`config.mk`:
```
export PLATFORM = sky130hd
export DESIGN_NAME = carry_skip_add16
export DESIGN_NICKNAME = d
export VERILOG_FILES = /design/src/rtl/cskip_pkg.sv /design/src/rtl/pg_bits.sv /design/src/rtl/ripple_slice.sv /design/src/rtl/skip_merge.sv /design/src/rtl/carry_skip_add16.sv
export SDC_FILE = /design/constraint.sdc
export NUM_CORES = 1
export LEC_CHECK = 0
export ABC_AREA = 1
export BUFFER_PORTS_ARGS = -buffer_cell sky130_fd_sc_hd__buf_2
export CAP_MARGIN = 0
export CORE_UTILIZATION = 40
export DETAILED_ROUTE_END_ITERATION = 10
export PLACE_DENSITY = 0.77
export SLEW_MARGIN = 20
export SYNTH_ARGS = -nofsm -noshare
export SYNTH_HDL_FRONTEND = slang
export SYNTH_SLANG_ARGS = --single-unit
```
`constraint.sdc`:
```
create_clock -name vclk -period 11.88
set_input_delay 2.376 -clock vclk [all_inputs]
set_output_delay 2.376 -clock vclk [all_outputs]
set_load 0.02 [all_outputs]
```
`src/rtl/cskip_pkg.sv`:
```
package cskip_pkg;
   localparam int SLICE_BITS  = 4;
   localparam int SLICE_COUNT = 4;
   localparam int ADD_WIDTH   = SLICE_BITS * SLICE_COUNT;
endpackage

```
`src/rtl/pg_bits.sv`:
```
module pg_bits #(
   parameter int W = 16
) (
   input  logic [W-1:0] a,
   input  logic [W-1:0] b,
   output logic [W-1:0] prop,
   output logic [W-1:0] gen
);
   for (genvar i = 0; i < W; i++) begin : g_bit
      assign prop[i] = a[i] ^ b[i];
      assign gen[i]  = a[i] & b[i];
   end
endmodule

```
`src/rtl/ripple_slice.sv`:
```
module ripple_slice #(
   parameter int N = 4
) (
   input  logic [N-1:0] prop,
   input  logic [N-1:0] gen,
   input  logic         cin,
   output logic [N-1:0] cbit,
   output logic         cout
);
   logic [N:0] chain;
   assign chain[0] = cin;
   for (genvar i = 0; i < N; i++) begin : g_rip
      assign chain[i+1] = gen[i] | (prop[i] & chain[i]);
   end
   assign cbit = chain[N-1:0];
   assign cout = chain[N];
endmodule

```
`src/rtl/skip_merge.sv`:
```
module skip_merge #(
   parameter int N = 4
) (
   input  logic [N-1:0] prop,
   input  logic         cin,
   input  logic         rip_cout,
   output logic         cout
);
   logic all_prop;
   assign all_prop = &prop;
   assign cout = (cin & all_prop) | rip_cout;
endmodule

```
`src/rtl/carry_skip_add16.sv`:
```
module carry_skip_add16
   import cskip_pkg::*;
#(
   parameter int SB = SLICE_BITS,
   parameter int SC = SLICE_COUNT
) (
   input  logic [15:0] op_a,
   input  logic [15:0] op_b,
   input  logic        carry_in,
   output logic [15:0] sum,
   output logic        carry_out,
   output logic [2:0]  grp_carry
);
   localparam int W = SB * SC;

   if (W != 16 || SC != 4) begin : g_bad_cfg
      $error("carry_skip_add16: slice configuration must total 16 bits in four slices");
   end

   logic [W-1:0] prop, gen, cbit;
   logic [SC:0]  slice_c;

   pg_bits #(.W(W)) u_pg (.a(op_a), .b(op_b), .prop(prop), .gen(gen));

   assign slice_c[0] = carry_in;

   for (genvar s = 0; s < SC; s++) begin : g_slice
      logic rip_out;
      ripple_slice #(.N(SB)) u_rip (
         .prop(prop[s*SB +: SB]),
         .gen (gen[s*SB +: SB]),
         .cin (slice_c[s]),
         .cbit(cbit[s*SB +: SB]),
         .cout(rip_out)
      );
      skip_merge #(.N(SB)) u_skip (
         .prop    (prop[s*SB +: SB]),
         .cin     (slice_c[s]),
         .rip_cout(rip_out),
         .cout    (slice_c[s+1])
      );
   end

   assign sum       = prop ^ cbit;
   assign carry_out = slice_c[SC];
   assign grp_carry = slice_c[SC-1:1];
endmodule

```
# Word level (Yosys, flattened, before mapping)
# Index checks and enable logic that the tools add are counted.
dict set report totals {
  regBits 0
  inputBits 33
  out_inout_bits 20
}
dict set report classes {
  n_bitwise 73
  n_reduce_logical 4
}
# op n
set op_table {}
lappend op_table {{$and A1 B1 Y1} 36}
lappend op_table {{$or A1 B1 Y1} 20}
lappend op_table {{$reduce_and A4 Y1} 4}
lappend op_table {{$xor A1 B1 Y1} 16}
lappend op_table {{$xor A16 B16 Y16} 1}

# Depth between registers and ports, before layout
dict set report logic_depth {
  ltp_word 37
  ltp_mapped 33
  ltp_nobuf 33
}

# Cells and area by module
# From an unflattened synthesis, not the netlist that was laid out.
dict set report hier_totals {
  cells_unflattened 160
  hier_area_um2 825.8
}
# module instances cells_per_inst area_each_um2 seq_area_each_um2
set modules_own_cells {}
lappend modules_own_cells {carry_skip_add16 1 80 300.3 0.0}
lappend modules_own_cells {ripple_slice 4 13 65.1 0.0}
lappend modules_own_cells {pg_bits 1 16 200.2 0.0}
lappend modules_own_cells {skip_merge 4 3 16.3 0.0}

# Least setup slack after synthesis
# OpenSTA, ideal clock, no wires.
dict set report synth_timing {
  path_kind {input-to-output}
  start {in op_a[0]}
  end {out sum[15]}
  arrival_ns 7.963
  slack_ns 1.541
  path_stages 33
  cell_sequence {inv_1 -> fa_1 -> inv_1 -> fa_1 -> fa_1 -> inv_1 -> fa_1 -> inv_1 -> o21bai_4 -> inv_1 -> fa_1 -> inv_1 -> fa_1 -> fa_1 -> inv_1 -> fa_1 -> nand2_4 -> inv_1 -> fa_1 -> inv_1 -> fa_1 -> fa_1 -> inv_1 -> fa_1 -> nand2_4 -> inv_1 -> fa_1 -> inv_1 -> fa_1 -> fa_1 -> inv_1 -> fa_1 -> inv_1}
}
dict set report synth_between {
  elab_chain_len 35
}
# element line
set synth_rtl {}
lappend synth_rtl {{from (decl)} carry_skip_add16.sv:7} ;# input logic [15:0] op_a,
lappend synth_rtl {{$xor A1 B1 Y1} pg_bits.sv:10} ;# assign prop[i] = a[i] ^ b[i];
lappend synth_rtl {{$and A1 B1 Y1} ripple_slice.sv:13} ;# assign chain[i+1] = gen[i] | (prop[i] & chain[i]);
lappend synth_rtl {{$or A1 B1 Y1} ripple_slice.sv:13}
lappend synth_rtl {{$and A1 B1 Y1} ripple_slice.sv:13}
lappend synth_rtl {{$or A1 B1 Y1} ripple_slice.sv:13}
lappend synth_rtl {{$and A1 B1 Y1} ripple_slice.sv:13}
lappend synth_rtl {{$or A1 B1 Y1} ripple_slice.sv:13}
lappend synth_rtl {{$and A1 B1 Y1} ripple_slice.sv:13}
lappend synth_rtl {{(+2 left out)} -}
lappend synth_rtl {{named net g_slice[0].u_skip.cout} skip_merge.sv:7} ;# output logic cout
lappend synth_rtl {{(+9 left out)} -}
lappend synth_rtl {{named net g_slice[1].u_skip.cout} skip_merge.sv:7}
lappend synth_rtl {{(+9 left out)} -}
lappend synth_rtl {{named net g_slice[2].u_skip.cout} skip_merge.sv:7}
lappend synth_rtl {{$and A1 B1 Y1 (*)} ripple_slice.sv:13}
lappend synth_rtl {{$or A1 B1 Y1 (*)} ripple_slice.sv:13}
lappend synth_rtl {{$and A1 B1 Y1 (*)} ripple_slice.sv:13}
lappend synth_rtl {{$or A1 B1 Y1 (*)} ripple_slice.sv:13}
lappend synth_rtl {{$and A1 B1 Y1 (*)} ripple_slice.sv:13}
lappend synth_rtl {{$or A1 B1 Y1 (*)} ripple_slice.sv:13}
lappend synth_rtl {{$xor A16 B16 Y16 (*)} carry_skip_add16.sv:44} ;# assign sum = prop ^ cbit;
lappend synth_rtl {{to (decl)} carry_skip_add16.sv:10} ;# output logic [15:0] sum,
# Mark *: on every way through the listed nets, which the timed path passes. The rest lies on a longest branch.

# Worst setup path after layout
dict set report layout_timing {
  start {in op_a[0]}
  end {out sum[15]}
}
dict set report layout_between {
  elab_chain_len 35
}
# element line
set layout_rtl {}
lappend layout_rtl {{$xor A1 B1 Y1} pg_bits.sv:10}
lappend layout_rtl {{$and A1 B1 Y1} ripple_slice.sv:13}
lappend layout_rtl {{$or A1 B1 Y1} ripple_slice.sv:13}
lappend layout_rtl {{$and A1 B1 Y1} ripple_slice.sv:13}
lappend layout_rtl {{$or A1 B1 Y1} ripple_slice.sv:13}
lappend layout_rtl {{$and A1 B1 Y1} ripple_slice.sv:13}
lappend layout_rtl {{$or A1 B1 Y1} ripple_slice.sv:13}
lappend layout_rtl {{$and A1 B1 Y1} ripple_slice.sv:13}
lappend layout_rtl {{(+19 left out)} -}
lappend layout_rtl {{$or A1 B1 Y1 (*)} skip_merge.sv:11} ;# assign cout = (cin & all_prop) | rip_cout;
lappend layout_rtl {{$and A1 B1 Y1 (*)} ripple_slice.sv:13}
lappend layout_rtl {{$or A1 B1 Y1 (*)} ripple_slice.sv:13}
lappend layout_rtl {{$and A1 B1 Y1 (*)} ripple_slice.sv:13}
lappend layout_rtl {{$or A1 B1 Y1 (*)} ripple_slice.sv:13}
lappend layout_rtl {{$and A1 B1 Y1 (*)} ripple_slice.sv:13}
lappend layout_rtl {{$or A1 B1 Y1 (*)} ripple_slice.sv:13}
lappend layout_rtl {{$xor A16 B16 Y16 (*)} carry_skip_add16.sv:44}
# Mark *: on every way between the ends. The rest lies on a longest branch, timed or not.

==> flow_summary_export.csv <==
group,metric,value,unit
logic_synthesis,avgSynthCellArea,8.87,um2
finish,clock_buffers,0,
setup_path,cp.required,9.50,ns
placement,port_buffers,53,
logic_synthesis,syn_area,798,um2
timing,max_freq,92.8,MHz
detailed_routing,viasPerCell,4.12,
power,leakagePower,0.698,nW
global_routing,met1_usage,0.120,
logic_synthesis,yosysWarnings,0,
detailed_routing,drt-total-wl,1420,um
floorplanning,die_y,46.7,um
timing,final_max_slew_viol_count,0,
placement,place_congestion,0.643,
global_routing,grt_use_met2,0.339,
clock_tree,cts_resized,0,
finish,seq_cells,0,
global_routing,antenna_found_initial,0,
finish,nets,207,
timing,finalHoldViolations,0,
timing,period_minus_slack,10.77,ns
floorplanning,fp.dieArea,2180,um2
power,p_sw,38.4,uW
setup_path,cp-startpoint,"op_a[0]",
setup_path,cp_common_cell,"fa_1",
finish,syn2layout_area_growth,34.3,%
power,comb_power_share,1.000,
run_status,status,"completed",
setup_path,crit_type,"input port to output pin",
finish,mostFrequentLayoutCell,"buf_2",
global_routing,grt_pass1_wl,2240,um
detailed_routing,drc_errors,0,
power,irDropWorstVdd,0.0000280,V
floorplanning,die_w,46.7,um
logic_synthesis,synth_top_area_cell,"fa_1",
finish,drive_gt1_frac,0.436,
logic_synthesis,synth_area_leaders,"fa_1, ha_1, inv_1",
detailed_routing,drt-pass1-iter-count,2,
setup_path,max_stage_delay,0.40,ns
global_routing,grt.busiest_layer,"met2",
detailed_routing,wl_per_cell,8.62,um
timing,max_slew.worst_pin.slew,0.185,ns
detailed_routing,ant_nets,0,
setup_path,crit_arrival,8.40,ns
detailed_routing,num_vias,680,
timing,hold_slack,5.15,ns
timing,tns,0,ns
power,switching_share,0.619,
clock_tree,ctsHoldBuffers,0,
floorplanning,placementRows,15,
global_routing,track_usage,0.138,
timing,setup_viol_count_final,0,
finish,layout.area.seq,0,um2
placement,hpwl,1410,um
setup_path,cp_max_fo,3,
finish,antenna_cells,0,
clock_tree,cts_setup_buffers,0,
power,p_clk_frac,0,
finish,layout_common_cells,"buf_2, inv_1, fa_1, ha_1, nand2_1",
setup_path,cp-endpoint,"sum[15]",
power,p_per_area,57.9,nW/um2
logic_synthesis,ys_seq_area_frac,0,
logic_synthesis,synthDistinctLibCells,10,
floorplanning,initial_core_util,0.443,
timing,fin_crit_sh,0.907,
power,power.total,62.0,uW
setup_path,critPathLaunchType,"input port",
timing,rsz0062_at_grt,"no",
flow_run,drv_cap,0,
floorplanning,io_pins,53,
detailed_routing,drt_iter0_markers,2,
logic_synthesis,syn-num-nets,155,
global_routing,grt_pass1_vias,664,
global_routing,met3_usage,0,
timing,maxSlewHeadroom,0.876,
setup_path,cp_slowest_cell,"fa_1",
min_path,worstHoldPathType,"input port to output pin",
global_routing,grt_max_degree,4,
global_routing,grt.overflow.total,0,
setup_path,end_kind,"output pin",
logic_synthesis,synth_top_area_share,0.401,
floorplanning,core,1800,um2
power,internal_power,23.6,uW
logic_synthesis,synthCells,90,
power,seqPwrFrac,0,
==> through the flow <==
step | utilization | instances | worst slack, ns | instance area [um2]
after detailed placement | 0.595 | 165 | 1.03 | 1070
after global placement | 0.595 | 165 | 1.17 | 1070
after CTS | 0.595 | 165 | 1.03 | 1070
after global routing | 0.595 | 165 | 0.668 | 1070
final | 0.595 | 165 | 1.11 | 1070
after floorplan | - | 90 | 1.54 | 798
==> power groups by stage <==
stage | Sequential (mW) | Combinational, mW | Clock, mW
detailed placement | 0 | 0.0631 | 0
global placement | 0 | 0.0608 | 0
CTS | 0 | 0.0635 | 0
floorplan | 0 | 0.0438 | 0
global route | 0 | 0.0710 | 0
finish | 0 | 0.0620 | 0
==> cells by family after synthesis <==
| logic type | synth area share |
|---|---|
| buf+inv | 0.202 |
| compound gates | 0.0235 |
| fa+ha+maj | 0.652 |
| simple gates | 0.122 |
==> worst max-delay path, delay by kind of cell <==
family                   cells  cell delay, ns
adder cells (fa/ha/maj)     16            4.56
buffers and inverters       16            1.12
AND/OR/NAND/NOR              2            0.15
AO/OA/AOI/OAI                1            0.17
==> final cells by class <==
cell class	count	area [um2]
fill	183	729
inverter	37	139
multi-input combinational	50	637
tap	25	31.3
timing repair buffer	53	265
==> worst min path at each step <==
stage	cells past startpoint	slack, ns	start	endpoint
3_5_place_dp	3	5.16	op_b[13]	sum[13]
3_3_place_gp	3	5.15	op_b[14]	sum[14]
5_1_grt	3	5.18	op_b[9]	sum[9]
4_1_cts	3	5.16	op_b[13]	sum[13]
2_1_floorplan	1	5.01	op_b[10]	sum[10]
6_report	3	5.15	op_b[13]	sum[13]
==> synthesized netlist by cell type, drive strengths merged <==
cell type  count
inv           37
fa            16
ha            16
nand2         13
buf            3
nor2           3
nand3          1
o21bai         1
==> per-layer routing <==
layer | part of all wire | up-vias
met5 | 0 | -
met2 | 0.61 | 32
li1 | - | 332
met3 | 0.060 | 0
met1 | 0.33 | 316
met4 | 0 | 0
Note: power is estimated with default switching activity, not from simulation.
